[src/rtl/bbpd_pkg.sv]
`timescale 1ns/1ps
package bbpd_pkg;
   typedef enum logic [1:0] {
      DEC_HOLD = 2'b00,
      DEC_UP   = 2'b01,
      DEC_DN   = 2'b10
   } dec_e;
endpackage

[src/rtl/bbpd_decide.sv]
`timescale 1ns/1ps
module bbpd_decide
   import bbpd_pkg::*;
(
   input  logic a_i,
   input  logic t_i,
   input  logic b_i,
   input  logic en_i,
   input  logic vld_i,
   output dec_e dec_o
);
   logic edge_seen;

   assign edge_seen = a_i ^ b_i;

   // a transition exists only when the two centres differ; the edge
   // sample then matches one side and tells which way the clock is off
   always_comb begin
      dec_o = DEC_HOLD;
      if (en_i && vld_i && edge_seen) begin
         if (t_i == a_i) dec_o = DEC_DN;
         else            dec_o = DEC_UP;
      end
   end
endmodule

[src/rtl/bbpd_run_filter.sv]
`timescale 1ns/1ps
module bbpd_run_filter
   import bbpd_pkg::*;
#(
   parameter int RUN_MIN = 2
) (
   input  logic clk_i,
   input  logic rst_ni,
   input  logic clr_i,
   input  dec_e dec_i,
   output logic step_up_o,
   output logic step_dn_o
);
   if (RUN_MIN < 1) begin : g_bad_run
      $error("RUN_MIN must be at least 1");
   end

   if (RUN_MIN == 1) begin : g_direct
      // every correction qualifies; no run state needed
      always_ff @(posedge clk_i or negedge rst_ni) begin
         if (!rst_ni) begin
            step_up_o <= 1'b0;
            step_dn_o <= 1'b0;
         end else begin
            step_up_o <= (dec_i == DEC_UP);
            step_dn_o <= (dec_i == DEC_DN);
         end
      end
   end else begin : g_counted
      localparam int CNT_W = $clog2(RUN_MIN + 1);
      localparam logic [CNT_W-1:0] CNT_TOP = CNT_W'(RUN_MIN);
      localparam logic [CNT_W-1:0] CNT_ONE = CNT_W'(1);

      logic [CNT_W-1:0] cnt_q, cnt_d;
      dec_e             dir_q, dir_d;
      logic             up_d, dn_d;

      always_comb begin
         cnt_d = cnt_q;
         dir_d = dir_q;
         if (clr_i) begin
            cnt_d = '0;
            dir_d = DEC_HOLD;
         end else if (dec_i != DEC_HOLD) begin
            dir_d = dec_i;
            if (dir_q != dec_i)        cnt_d = CNT_ONE;
            else if (cnt_q != CNT_TOP) cnt_d = cnt_q + CNT_ONE;
         end
         up_d = (dec_i == DEC_UP) && (cnt_d == CNT_TOP);
         dn_d = (dec_i == DEC_DN) && (cnt_d == CNT_TOP);
      end

      always_ff @(posedge clk_i or negedge rst_ni) begin
         if (!rst_ni) begin
            cnt_q     <= '0;
            dir_q     <= DEC_HOLD;
            step_up_o <= 1'b0;
            step_dn_o <= 1'b0;
         end else begin
            cnt_q     <= cnt_d;
            dir_q     <= dir_d;
            step_up_o <= up_d;
            step_dn_o <= dn_d;
         end
      end

      p_cnt_bound_r10 : assert property (@(posedge clk_i) disable iff (!rst_ni)
         cnt_q <= CNT_TOP);
   end

   p_up_needs_dec_r10 : assert property (@(posedge clk_i) disable iff (!rst_ni)
      (dec_i != DEC_UP) |=> !step_up_o);
   p_dn_needs_dec_r10 : assert property (@(posedge clk_i) disable iff (!rst_ni)
      (dec_i != DEC_DN) |=> !step_dn_o);
endmodule

[src/rtl/bbpd_integ.sv]
`timescale 1ns/1ps
module bbpd_integ #(
   parameter int INT_W    = 8,
   parameter int INT_STEP = 4
) (
   input  logic                    clk_i,
   input  logic                    rst_ni,
   input  logic                    inc_i,
   input  logic                    dec_i,
   output logic signed [INT_W-1:0] acc_o
);
   localparam int EXT_W = INT_W + 1;
   localparam logic signed [EXT_W-1:0] MAX_V  = {2'b00, {(INT_W-1){1'b1}}};
   localparam logic signed [EXT_W-1:0] MIN_V  = {2'b11, {(INT_W-1){1'b0}}};
   localparam logic signed [EXT_W-1:0] STEP_V = EXT_W'(INT_STEP);
   localparam logic signed [INT_W-1:0] MAX_N  = MAX_V[INT_W-1:0];
   localparam logic signed [INT_W-1:0] MIN_N  = MIN_V[INT_W-1:0];
   localparam logic signed [INT_W-1:0] HI_LIM = INT_W'((2 ** (INT_W-1)) - 1 - INT_STEP);
   localparam logic signed [INT_W-1:0] LO_LIM = INT_W'(INT_STEP - (2 ** (INT_W-1)));
   localparam logic signed [INT_W-1:0] STEP_N = INT_W'(INT_STEP);

   if (INT_W < 2 || INT_W > 31) begin : g_bad_w
      $error("INT_W out of range");
   end
   if (INT_STEP < 1 || INT_STEP >= (2 ** (INT_W-1))) begin : g_bad_step
      $error("INT_STEP must be positive and below the positive rail");
   end

   logic signed [EXT_W-1:0] ext, sum;
   logic signed [INT_W-1:0] nxt;

   always_comb begin
      ext = {acc_o[INT_W-1], acc_o};
      if (inc_i)      sum = ext + STEP_V;
      else if (dec_i) sum = ext - STEP_V;
      else            sum = ext;
      if (sum > MAX_V)      nxt = MAX_N;
      else if (sum < MIN_V) nxt = MIN_N;
      else                  nxt = sum[INT_W-1:0];
   end

   always_ff @(posedge clk_i or negedge rst_ni) begin
      if (!rst_ni) acc_o <= '0;
      else         acc_o <= nxt;
   end

   p_idle_r9 : assert property (@(posedge clk_i) disable iff (!rst_ni)
      (!inc_i && !dec_i) |=> $stable(acc_o));
   p_inc_r9 : assert property (@(posedge clk_i) disable iff (!rst_ni)
      (inc_i && acc_o <= HI_LIM) |=> (acc_o == $past(acc_o) + STEP_N));
   p_dec_r9 : assert property (@(posedge clk_i) disable iff (!rst_ni)
      (dec_i && !inc_i && acc_o >= LO_LIM) |=> (acc_o == $past(acc_o) - STEP_N));
   p_sat_hi_r11 : assert property (@(posedge clk_i) disable iff (!rst_ni)
      (inc_i && acc_o == MAX_N) |=> (acc_o == MAX_N));
   p_sat_lo_r11 : assert property (@(posedge clk_i) disable iff (!rst_ni)
      (dec_i && !inc_i && acc_o == MIN_N) |=> (acc_o == MIN_N));
endmodule

[src/rtl/bbpd_top.sv]
`timescale 1ns/1ps
module bbpd_top
   import bbpd_pkg::*;
#(
   parameter int INT_W    = 8,
   parameter int INT_STEP = 4,
   parameter int RUN_MIN  = 2
) (
   input  logic                    clk_i,
   input  logic                    rst_ni,
   input  logic                    smp_vld_i,
   input  logic                    smp_a_i,
   input  logic                    smp_t_i,
   input  logic                    smp_b_i,
   input  logic                    pd_en_i,
   output logic                    rdata_o,
   output logic                    rdata_vld_o,
   output logic                    up_o,
   output logic                    dn_o,
   output logic signed [INT_W-1:0] fctl_o
);
   dec_e dec;
   logic step_up, step_dn;

   bbpd_decide u_decide (
      .a_i   (smp_a_i),
      .t_i   (smp_t_i),
      .b_i   (smp_b_i),
      .en_i  (pd_en_i),
      .vld_i (smp_vld_i),
      .dec_o (dec)
   );

   bbpd_run_filter #(.RUN_MIN(RUN_MIN)) u_run (
      .clk_i     (clk_i),
      .rst_ni    (rst_ni),
      .clr_i     (!pd_en_i),
      .dec_i     (dec),
      .step_up_o (step_up),
      .step_dn_o (step_dn)
   );

   bbpd_integ #(.INT_W(INT_W), .INT_STEP(INT_STEP)) u_integ (
      .clk_i  (clk_i),
      .rst_ni (rst_ni),
      .inc_i  (step_up),
      .dec_i  (step_dn),
      .acc_o  (fctl_o)
   );

   // proportional path and retimed data, one register after the strobe
   always_ff @(posedge clk_i or negedge rst_ni) begin
      if (!rst_ni) begin
         rdata_o     <= 1'b0;
         rdata_vld_o <= 1'b0;
         up_o        <= 1'b0;
         dn_o        <= 1'b0;
      end else begin
         rdata_vld_o <= smp_vld_i;
         if (smp_vld_i) rdata_o <= smp_a_i;
         up_o <= (dec == DEC_UP);
         dn_o <= (dec == DEC_DN);
      end
   end

   p_data_r2 : assert property (@(posedge clk_i) disable iff (!rst_ni)
      smp_vld_i |=> (rdata_o == $past(smp_a_i)) && rdata_vld_o);
   p_hold_r3 : assert property (@(posedge clk_i) disable iff (!rst_ni)
      (smp_vld_i && (smp_a_i == smp_b_i)) |=> (!up_o && !dn_o));
   p_early_r4 : assert property (@(posedge clk_i) disable iff (!rst_ni)
      (smp_vld_i && pd_en_i && smp_a_i == smp_t_i && smp_a_i != smp_b_i) |=> dn_o);
   p_late_r5 : assert property (@(posedge clk_i) disable iff (!rst_ni)
      (smp_vld_i && pd_en_i && smp_b_i == smp_t_i && smp_a_i != smp_b_i) |=> up_o);
   p_one_cyc_r6 : assert property (@(posedge clk_i) disable iff (!rst_ni)
      ((up_o || dn_o) && !smp_vld_i) |=> (!up_o && !dn_o));
   p_disabled_r7 : assert property (@(posedge clk_i) disable iff (!rst_ni)
      !pd_en_i |=> (!up_o && !dn_o));
   p_excl_r8 : assert property (@(posedge clk_i) disable iff (!rst_ni)
      !(up_o && dn_o));
   p_quiet_r12 : assert property (@(posedge clk_i) disable iff (!rst_ni)
      !smp_vld_i |=> ($stable(rdata_o) && !rdata_vld_o));
endmodule

[config.mk]
export PLATFORM = sky130hd
export DESIGN_NAME = bbpd_top
export DESIGN_NICKNAME = d
export VERILOG_FILES = /design/src/rtl/bbpd_pkg.sv /design/src/rtl/bbpd_decide.sv /design/src/rtl/bbpd_run_filter.sv /design/src/rtl/bbpd_integ.sv /design/src/rtl/bbpd_top.sv
export SDC_FILE = /design/constraint.sdc
export NUM_CORES = 1
export LEC_CHECK = 0
export BUFFER_PORTS_ARGS = -buffer_cell sky130_fd_sc_hd__buf_4
export CAP_MARGIN = 20
export CORE_ASPECT_RATIO = 1.4
export CORE_MARGIN = 8
export CORE_UTILIZATION = 53
export DETAILED_ROUTE_END_ITERATION = 10
export PLACE_DENSITY_LB_ADDON = 0.05
export SETUP_SLACK_MARGIN = 0.4
export SYNTH_ARGS = -nofsm -noshare
export SYNTH_HDL_FRONTEND = slang
export SYNTH_SLANG_ARGS = --single-unit
[constraint.sdc]
create_clock -name clk_i -period 2.4 [get_ports clk_i]
set_input_delay 0.12 -clock clk_i [delete_from_list [all_inputs] [get_ports clk_i]]
set_output_delay 0.12 -clock clk_i [all_outputs]
set_load 0.05 [all_outputs]
==> results of run 1 <==
area by class of cell:
class | instances | area [µm²]
Timing Repair Buffer | 27 | 208
Multi-Input combinational cell | 77 | 538
Sequential cell | 17 | 428
Fill cell | 155 | 527
Inverter | 7 | 26.3
Clock buffer | 3 | 22.5
Tap cell | 20 | 25.0
Clock inverter | 1 | 5.00
flip-flops by register name, summed over array words and instances, names as in the netlist:
| register | flops |
|---|---|
| u_run.step_up_o | 1 |
| dn_o | 1 |
| up_o | 1 |
| u_run.step_dn_o | 1 |
| u_run.g_counted.cnt_q | 2 |
| u_run.g_counted.dir_q | 2 |
| rdata_o | 1 |
| u_integ.acc_o | 7 |
| rdata_vld_o | 1 |
how the worst max path moves through the flow:
stage	endpoint	slack (ns)	depth (start not counted)
floorplan	u_integ.acc_o[3]$_DFF_PN0_	0.31	5
global route	u_integ.acc_o[3]$_DFF_PN0_	0.41	5
CTS	u_integ.acc_o[3]$_DFF_PN0_	0.40	5
detailed placement	u_integ.acc_o[3]$_DFF_PN0_	0.33	5
global placement	u_integ.acc_o[3]$_DFF_PN0_	0.38	5
finish	u_integ.acc_o[3]$_DFF_PN0_	0.45	5
routing by layer:
layer  GRT usage  share of wire  up-vias
met3      0.0308          0.036        2
met2       0.285           0.59       13
met1       0.138           0.37      429
met4      0.0487         0.0052        0
li1            -              -      434
met5           0              0        -
placed cells by master (no fill, tap or decap), types with 3 or more instances in the layout:
cell       n
buf_4     25
dfrtp_1   15
o21ai_0    8
a21oi_1    8
inv_1      7
nand2_1    7
nor2_1     7
mux2_2     3
xnor2_1    3
nand2b_1   3
ha_1       3
clkbuf_4   3
cells in the mapped netlist, types with 2 or more instances:
master    count  area, µm²
dfrtp_1      17        425
a21oi_1       9       45.0
o21ai_0       8       40.0
inv_1         7       26.3
nand2_1       7       26.3
nor2_1        7       26.3
ha_1          3       37.5
mux2_2        3       33.8
nand2b_1      3       18.8
xnor2_1       3       26.3
a22oi_1       2       15.0
a31o_2        2       17.5
clkbuf_1      2       7.51
mux2i_1       2       20.0
nand3_1       2       10.0
nor2b_1       2       12.5
nor3b_1       2       15.0
o211ai_1      2       15.0
power by group through the flow:
stage / clock network [mW] / logic, mW / registers (mW)
floorplan: 0 / 0.151 / 0.475
global placement: 0 / 0.353 / 0.375
detailed placement: 0 / 0.362 / 0.376
CTS: 0.156 / 0.376 / 0.368
global route: 0.172 / 0.397 / 0.378
finish: 0.149 / 0.371 / 0.371
worst max-delay path, stage by stage, from the launching register on:
cell and delay [ns]:
dfrtp_1 0.39, or3b_4 0.40, o31a_1 0.29, a21o_2 0.23, maj3_2 0.30, mux2_2 0.26
repair_timing:
item                                   in CTS  in global routing
setup buffers                               6                  0
gates resized for setup                     2                  2
endpoints found under the hold margin      18                  0
setup endpoints to repair                   2                  2
cloned                                      0                  0
pin swaps                                   1                  1
hold buffers                                2                  0
cell families after synthesis:
family | count (synthesis)
mux | 5
compound gates | 30
fa+ha+maj | 5
buf+inv | 12
flops | 17
simple gates | 34
xor+xnor | 3
==> results.yml, run 1 <==
status:
  status: "finished clean"
routing:
  ant_nets: 0
  via_per_inst: 5.78
  wl_um: 2320
  dr.pass1.iters: 4
  via_count: 878
  drc: 0
  drtIter0Drc: 26
  wl_per_cell_um: 15.3
clock_tree:
  clk_path_buf_depth: 2
  cts_tree: "done"
  cts_buffers: 3
  htreeDepth: 1
  cts-root-buf: "clkbuf_4"
  insertion_delay_ns: 0.29
  cts.clk_slew.worst_paths_ns: 0.10
  clkSinkCount: 17
logic_synthesis:
  ys.flop_type: "dfrtp_1"
  yosysWarnings: 0
  syn_nets: 116
  syn_area_per_cell_um2: 9.51
  synth_top_family_by_area: "compound AO/OA/AOI/OAI gates"
  synthXorXnorAreaFrac: 0.0261
  synthMuxAreaShare: 0.0533
  synth_edf_count: 0
  post_synth_and_or_nand_nor_area_fraction: 0.191
  yosysSeqAreaShare: 0.422
  syn_area_um2: 1010
  async_flop_share: 1.00
  synth_seq_cells: 17
  synth_compound_area_frac: 0.194
  synthAdderAreaFrac: 0.0583
  syn_inst: 106
  netlist-cell-type-count: 41
placement:
  dp_cells: 140
  place_ws_ns: 0.333
  place_area_um2: 1150
  port_buffers: 18
  gp_congestion: 0.859
  hpwl_um: 1730
die:
  die_y_um: 67.6
  start_util: 0.567
  rows: 18
  io-pin-count: 19
  coreArea_um2: 1780
  die-area_um2: 3570
  die_w_um: 52.9
worst_setup_path:
  worstPathMaxFanout: 3
  reg2reg_to: "u_integ.acc_o[3]$_DFF_PN0_"
  critPathLaunchType: "register"
  end_kind: "register"
  crit_arrival_ns: 2.14
  path_class: "register to register"
  ff2ff_path_depth: 5
  crit_start: "u_run.step_up_o$_DFF_PN0_"
  rr_startpoint: "u_run.step_up_o$_DFF_PN0_"
  cp.required_ns: 2.59
  reg2reg_slack_ns: 0.45
layout:
  layout-drive-gt1-share: 0.341
  final_util: 0.704
  diodes: 0
  final_area_um2: 1250
  nets: 143
  syn_to_final_growth_pct: 24.2
  finalNonFillerCells: 152
global_route:
  antenna_found_initial: 0
  grt_pass1_wl_um: 3990
  grt_pass1_vias: 927
  grt_max_degree: 18
  groute.usage.overall: 0.144
  grt_overflow_total: 0
power_and_ir_drop:
  switching_power_uw: 370
  p_int_uw: 521
  power_density_nw_per_um2: 711
  power_frac_seq: 0.416
  peakVddDrop_mv: 0.494
  comb_power_share: 0.416
  p_total_uw: 891
  clockPowerShare: 0.167
  swShare: 0.415
  p_leak_nw: 0.573
timing:
  hold_violations: 0
  fin_crit_sh: 0.813
  fmax_ghz: 0.512
  worst_pin_slew_ns: 0.509
  final-setup-viol-count: 0
  slew_headroom: 0.657
  final_max_slew_viol_count: 0
  fin_tns_setup_ns: 0
  period_minus_slack_ns: 1.95
  skew_ns: 0.0123
  rsz0062_at_grt: "no"
  fin_ws_ns: 0.448
  whs_ns: 0.101
min_path:
  worstHoldStart: "pd_en_i"
  hold_class: "primary input to register"
  hold-path-endpoint: "u_run.g_counted.dir_q[1]$_DFFE_PN0P_"
  whs_path_depth: 2
flow_run:
  maxCapViolations: 0
(Power assumes the default switching activity.)
==> run 2, diff against run 1 <==
--- a/config.mk
+++ b/config.mk
@@ -5,11 +5,12 @@
 export SDC_FILE = /design/constraint.sdc
 export NUM_CORES = 1
 export LEC_CHECK = 0
+export ABC_AREA = 1
 export BUFFER_PORTS_ARGS = -buffer_cell sky130_fd_sc_hd__buf_4
 export CAP_MARGIN = 20
 export CORE_ASPECT_RATIO = 1.4
 export CORE_MARGIN = 8
-export CORE_UTILIZATION = 53
+export CORE_UTILIZATION = 47
 export DETAILED_ROUTE_END_ITERATION = 10
 export PLACE_DENSITY_LB_ADDON = 0.05
 export SETUP_SLACK_MARGIN = 0.4
==> constraint.sdc (replaced) <==
create_clock -name clk_i -period 1.7 [get_ports clk_i]
set_input_delay 0.085 -clock clk_i [delete_from_list [all_inputs] [get_ports clk_i]]
set_output_delay 0.085 -clock clk_i [all_outputs]
set_load 0.05 [all_outputs]
==> results.yml, run 2 <==
global_route:
  antenna_found_initial: 0
  grt_overflow_total: 0
  groute.usage.overall: 0.127
  grt_max_degree: 18
  grt_pass1_wl_um: 3530
  grt_pass1_vias: 883
worst_setup_path:
  crit_buf_inv: 2
  crit_arrival_ns: 1.65
  cpPeakStageDelay_ns: 0.45
  cp.required_ns: 1.87
  cp_top_family: "flip-flops"
  path_cells: "inv_2, buf_6, nand3_2, o21ai_4, nand2_1, nand2_2, nand2_4, o21ai_1, nand2_1"
  critPathLaunchType: "register"
  path_class: "register to register"
  crit_top_cell: "nand2_1"
  cp_slowest_cell: "dfrtp_2"
  worstPathMaxFanout: 5
  end_kind: "register"
timing:
  skew_ns: 0.00204
  fin_crit_sh: 0.871
  whs_ns: 0.0798
  slew_headroom: 0.818
  final_max_slew_viol_count: 0
  period_minus_slack_ns: 1.48
  fin_ws_ns: 0.219
  hold_violations: 0
  final-setup-viol-count: 0
  fmax_ghz: 0.675
  fin_tns_setup_ns: 0
  rsz0062_at_grt: "yes"
  worst_pin_slew_ns: 0.272
logic_synthesis:
  synthMuxAreaShare: 0
  synth_compound_area_frac: 0.0921
  yosysWarnings: 0
  synth_top_area_share: 0.454
  syn_nets: 129
  post_synth_and_or_nand_nor_area_fraction: 0.284
  netlist-cell-type-count: 20
  synth_area_leaders: "dfrtp_1 45%, nand2_1 11%, inv_1 7.6%, nand3_1 4.8%, nor2_1 4.4%"
  syn_inst: 119
  ys.flop_type: "dfrtp_1"
  syn_area_per_cell_um2: 7.88
  synth_largest_area_cell: "dfrtp_1"
  yosysSeqAreaShare: 0.454
  synth_top_family_by_area: "simple AND/OR/NAND/NOR gates"
  yosys-top-cells-count: "28 x nand2_1, 19 x inv_1, 17 x dfrtp_1"
  yosysMostFrequentCell: "nand2_1"
  synth_edf_count: 0
  syn_area_um2: 937
  synthAdderAreaFrac: 0.0401
  async_flop_share: 1.00
  synth_seq_cells: 17
  synthXorXnorAreaFrac: 0.0374
power_and_ir_drop:
  peakVddDrop_mv: 0.862
  p_total_mw: 1.76
  p_leak_nw: 0.652
  power_density_nw_per_um2: 1380
routing:
  via_count: 847
  drtIter0Drc: 15
  ant_nets: 0
  via_per_inst: 4.98
  wl_per_cell_um: 11.8
  dr.pass1.iters: 4
  wl_um: 2010
  drc: 0
placement:
  gp_congestion: 0.928
  place_area_um2: 1110
  port_buffers: 18
  place_ws_ns: 0.187
  hpwl_um: 1580
  dp_cells: 157
clock_tree:
  cts_tree: "done"
  cts_buffers: 3
  insertion_delay_ns: 0.28
  clk_path_buf_depth: 2
  cts.clk_slew.worst_paths_ns: 0.09
  htreeDepth: 1
  cts-root-buf: "clkbuf_4"
  clkSinkCount: 17
die:
  start_util: 0.487
  coreArea_um2: 1930
  rows: 19
  die-area_um2: 3700
  die_w_um: 53.7
  io-pin-count: 19
  die_y_um: 68.8
layout:
  nets: 160
  regMostFlops: "u_integ.acc_o"
  finalNonFillerCells: 170
  final_common_cell: "nand2_1"
  diodes: 0
  syn_to_final_growth_pct: 36.0
  final_util: 0.662
  final_cell_mix: "27 x nand2_1, 23 x buf_4, 17 x inv_1"
  nFillCells: 173
  largest_reg_flops: 7
  layout-drive-gt1-share: 0.329
  final_area_um2: 1270
  reg_top3: "u_integ.acc_o (7), u_run.g_counted.cnt_q (2), u_run.g_counted.dir_q (2)"
status:
  status: "finished clean"
min_path:
  hold_class: "primary input to register"
flow_run:
  maxCapViolations: 0
==> run 2: cell types whose count changed after synthesis, moves of 3 or more <==
cell      before  now
a21oi_1        9    3
inv_1          7   19
mux2_2         3    0
nand2_1        7   28
nand2_2        0    3
nand2b_1       3    0
nand3_1        2    9
nand4_1        1    4
nor2_1         7   11
xnor2_1        3    0
xor2_1         0    4
==> run 2: path summary, 6_finish.rpt <==
kind                                             from  cells past startpoint                          to  slack [ns]
setup / recovery           u_integ.acc_o[3]$_DFF_PN0_                      9  u_integ.acc_o[4]$_DFF_PN0_        0.22
hold / removal                              smp_vld_i                      3         rdata_o$_DFFE_PN0P_        0.08
setup reg to reg           u_integ.acc_o[3]$_DFF_PN0_                      9  u_integ.acc_o[4]$_DFF_PN0_        0.22
hold reg to reg                   rdata_o$_DFFE_PN0P_                      2         rdata_o$_DFFE_PN0P_        0.54
max in group asynchronous                      rst_ni                      2  u_integ.acc_o[2]$_DFF_PN0_        1.31
min in group asynchronous                      rst_ni                      2         rdata_o$_DFFE_PN0P_        0.19
==> run 2: per-layer routing <==
metal | global-route usage | routed length (µm) | vias to the layer above
met2 | 0.243 | 1210 | 13
li1 | - | - | 436
met3 | 0.0236 | 52 | 2
met1 | 0.114 | 721 | 396
met5 | 0 | 0 | -
met4 | 0.0823 | 26 | 0
==> run 2: logic make-up (layout without fill, tap and decap cells) <==
| kind of cell | count (synthesis) | in the layout |
|---|---|---|
| AND/OR/NAND/NOR | 58 | 58 |
| buffers and inverters | 22 | 52 |
| flip-flops | 17 | 17 |
| AO/OA/AOI/OAI | 15 | 15 |
| XOR/XNOR | 4 | 4 |
| adder cells (fa/ha/maj) | 3 | 3 |
==> run 2: area by class of cell <==
cell class	instances	area, µm²	area share
Multi-Input combinational cell	80	499	0.392
Sequential cell	17	429	0.337
Timing Repair Buffer	27	215	0.169
Inverter	21	78.8	0.0618
Clock buffer	4	26.3	0.0206
Tap cell	21	26.3	0.0206
==> run 2: what timing repair did <==
| action | CTS | global route |
|---|---|---|
| pin swaps | 5 | 4 |
| hold endpoints to repair | 19 | 0 |
| buffers inserted | 7 | 0 |
| endpoints found under the setup margin | 6 | 7 |
| hold buffers | 2 | 0 |
| resized for setup | 6 | 9 |
==> run 2: worst min-delay path, delay by kind of cell <==
| family | cells | cell delay [ns] |
|---|---|---|
| and+or+nand+nor | 1 | 0.04 |
| AOI/OAI and AO/OA | 1 | 0.10 |
| buffers and inverters | 1 | 0.09 |
==> run 2: power breakdown <==
group,internal [mW],switching [mW]
sequential,0.493,0.112
clock,0.0910,0.112
combinational,0.358,0.599
==> run 3, diff against run 2 <==
--- a/config.mk
+++ b/config.mk
@@ -9,7 +9,7 @@
 export BUFFER_PORTS_ARGS = -buffer_cell sky130_fd_sc_hd__buf_4
 export CAP_MARGIN = 20
 export CORE_ASPECT_RATIO = 1.4
-export CORE_MARGIN = 8
+export CORE_MARGIN = 3
 export CORE_UTILIZATION = 47
 export DETAILED_ROUTE_END_ITERATION = 10
 export PLACE_DENSITY_LB_ADDON = 0.05
==> results.yml, run 3 (synthesis gave the netlist of run 2 again) <==
worst_setup_path:
  crit_buf_inv: 1
  critPathLaunchType: "register"
  cp.required_ns: 1.87
  cpPeakStageDelay_ns: 0.46
  cp_slowest_cell: "dfrtp_2"
  reg2reg_slack_ns: 0.22
  crit_arrival_ns: 1.65
  end_kind: "register"
  path_class: "register to register"
  worstPathMaxFanout: 6
  cp_top_family: "compound AO/OA/AOI/OAI gates"
  path_cells: "inv_2, ha_4, nand4_1, o21ai_2, o21ai_4, o21ai_1, nand2_1"
power_and_ir_drop:
  p_leak_nw: 0.642
  p_int_uw: 908
  clockPowerShare: 0.119
  peakVddDrop_mv: 1.12
  switching_power_uw: 846
  power_density_nw_per_um2: 1380
  swShare: 0.482
  power_frac_seq: 0.350
  comb_power_share: 0.531
layout:
  nets: 159
  finalNonFillerCells: 168
  regMostFlops: "u_integ.acc_o"
  nFillCells: 154
  layout-drive-gt1-share: 0.365
  final_cell_mix: "27 x nand2_1, 24 x buf_4, 16 x inv_1"
  syn_to_final_growth_pct: 35.8
  reg_top3: "u_integ.acc_o (7), u_run.g_counted.cnt_q (2), u_run.g_counted.dir_q (2)"
  largest_reg_flops: 7
  final_common_cell: "nand2_1"
  diodes: 0
die:
  die_y_um: 58.8
  die_w_um: 43.7
  io-pin-count: 19
  start_util: 0.514
  die-area_um2: 2570
  rows: 18
  coreArea_um2: 1820
status:
  status: "finished clean"
global_route:
  grt_pass1_vias: 822
  grt_max_degree: 18
  antenna_found_initial: 0
  grt_pass1_wl_um: 3390
  grt_overflow_total: 0
  groute.usage.overall: 0.176
placement:
  dp_cells: 156
  port_buffers: 18
  place_ws_ns: 0.203
  hpwl_um: 1530
  gp_congestion: 0.854
timing:
  rsz0062_at_grt: "yes"
  final-setup-viol-count: 0
  period_minus_slack_ns: 1.48
  fin_crit_sh: 0.868
  fmax_ghz: 0.678
  final_max_slew_viol_count: 0
  fin_ws_ns: 0.225
  skew_ns: 0.00575
  whs_ns: 0.0629
  fin_tns_setup_ns: 0
  slew_headroom: 0.820
  worst_pin_slew_ns: 0.268
  hold_violations: 0
clock_tree:
  cts.clk_slew.worst_paths_ns: 0.09
  clkSinkCount: 17
  insertion_delay_ns: 0.29
  cts_buffers: 3
  cts-root-buf: "clkbuf_4"
  clk_path_buf_depth: 2
  htreeDepth: 1
  cts_tree: "done"
routing:
  ant_nets: 0
  dr.pass1.iters: 4
  drc: 0
  wl_um: 2110
  wl_per_cell_um: 12.5
  via_per_inst: 5.26
  via_count: 884
  drtIter0Drc: 14
min_path:
  hold_class: "primary input to register"
flow_run:
  maxCapViolations: 0
## run 3: cell types whose count changed in the layout (fill, tap and decap cells not counted), moves of 2 or more
cell / change
a21oi_1: -2
nor2_2: +2
buf_6: -2
nor2_1: -3
a21oi_2: +2
nand3_2: -2
## run 3: final cells by class
class | count | area (µm²) | share of cell area
Clock buffer | 4 | 26.3 | 0.0206
Inverter | 21 | 81.3 | 0.0639
Multi-Input combinational cell | 80 | 509 | 0.400
Sequential cell | 17 | 430 | 0.338
Tap cell | 20 | 25.0 | 0.0197
Timing Repair Buffer | 26 | 200 | 0.157
## run 3: timing repair
item,in CTS,in global routing
pin swaps,3,10
gates resized for setup,6,14
endpoints found under the setup margin,7,8
endpoints found under the hold margin,19,0
setup buffers,3,3
hold buffers,2,0
## run 3: power groups by stage
stage / clock network [mW] / logic, mW / registers [mW]
floorplan: 0 / 0.306 / 0.866
global placement: 0 / 0.790 / 0.616
detailed placement: 0 / 0.784 / 0.620
CTS: 0.215 / 0.871 / 0.606
global route: 0.234 / 0.986 / 0.626
finish: 0.209 / 0.931 / 0.615
## run 3: metal layers
| layer | track usage | routed length (µm) |
|---|---|---|
| met5 | 0 | 0 |
| met4 | 0.0776 | 36 |
| met3 | 0.0183 | 73 |
| met2 | 0.350 | 1260 |
| met1 | 0.175 | 734 |
## run 3: metrics by stage
step           instance area, µm²  power, mW   util
2_1_floorplan                 961       1.17      -
3_3_place_gp                 1110       1.41  0.610
3_5_place_dp                 1110       1.40  0.610
4_1_cts                      1190       1.69  0.655
5_1_grt                      1270       1.85  0.698
6_report                     1270       1.75  0.698
## run 3: final timing paths
path                                             from                         end  depth (start not counted)
max                        u_integ.acc_o[2]$_DFF_PN0_  u_integ.acc_o[6]$_DFF_PN0_                          7
max reg2reg                u_integ.acc_o[2]$_DFF_PN0_  u_integ.acc_o[6]$_DFF_PN0_                          7
min reg2reg                       rdata_o$_DFFE_PN0P_         rdata_o$_DFFE_PN0P_                          2
min                                         smp_vld_i         rdata_o$_DFFE_PN0P_                          3
max in group asynchronous                      rst_ni  u_integ.acc_o[4]$_DFF_PN0_                          2
min in group asynchronous                      rst_ni         rdata_o$_DFFE_PN0P_                          2
## run 3: worst min-delay path, stage by stage
cell     delay, ns
buf_4         0.09
nor2_1        0.04
a21oi_1       0.10
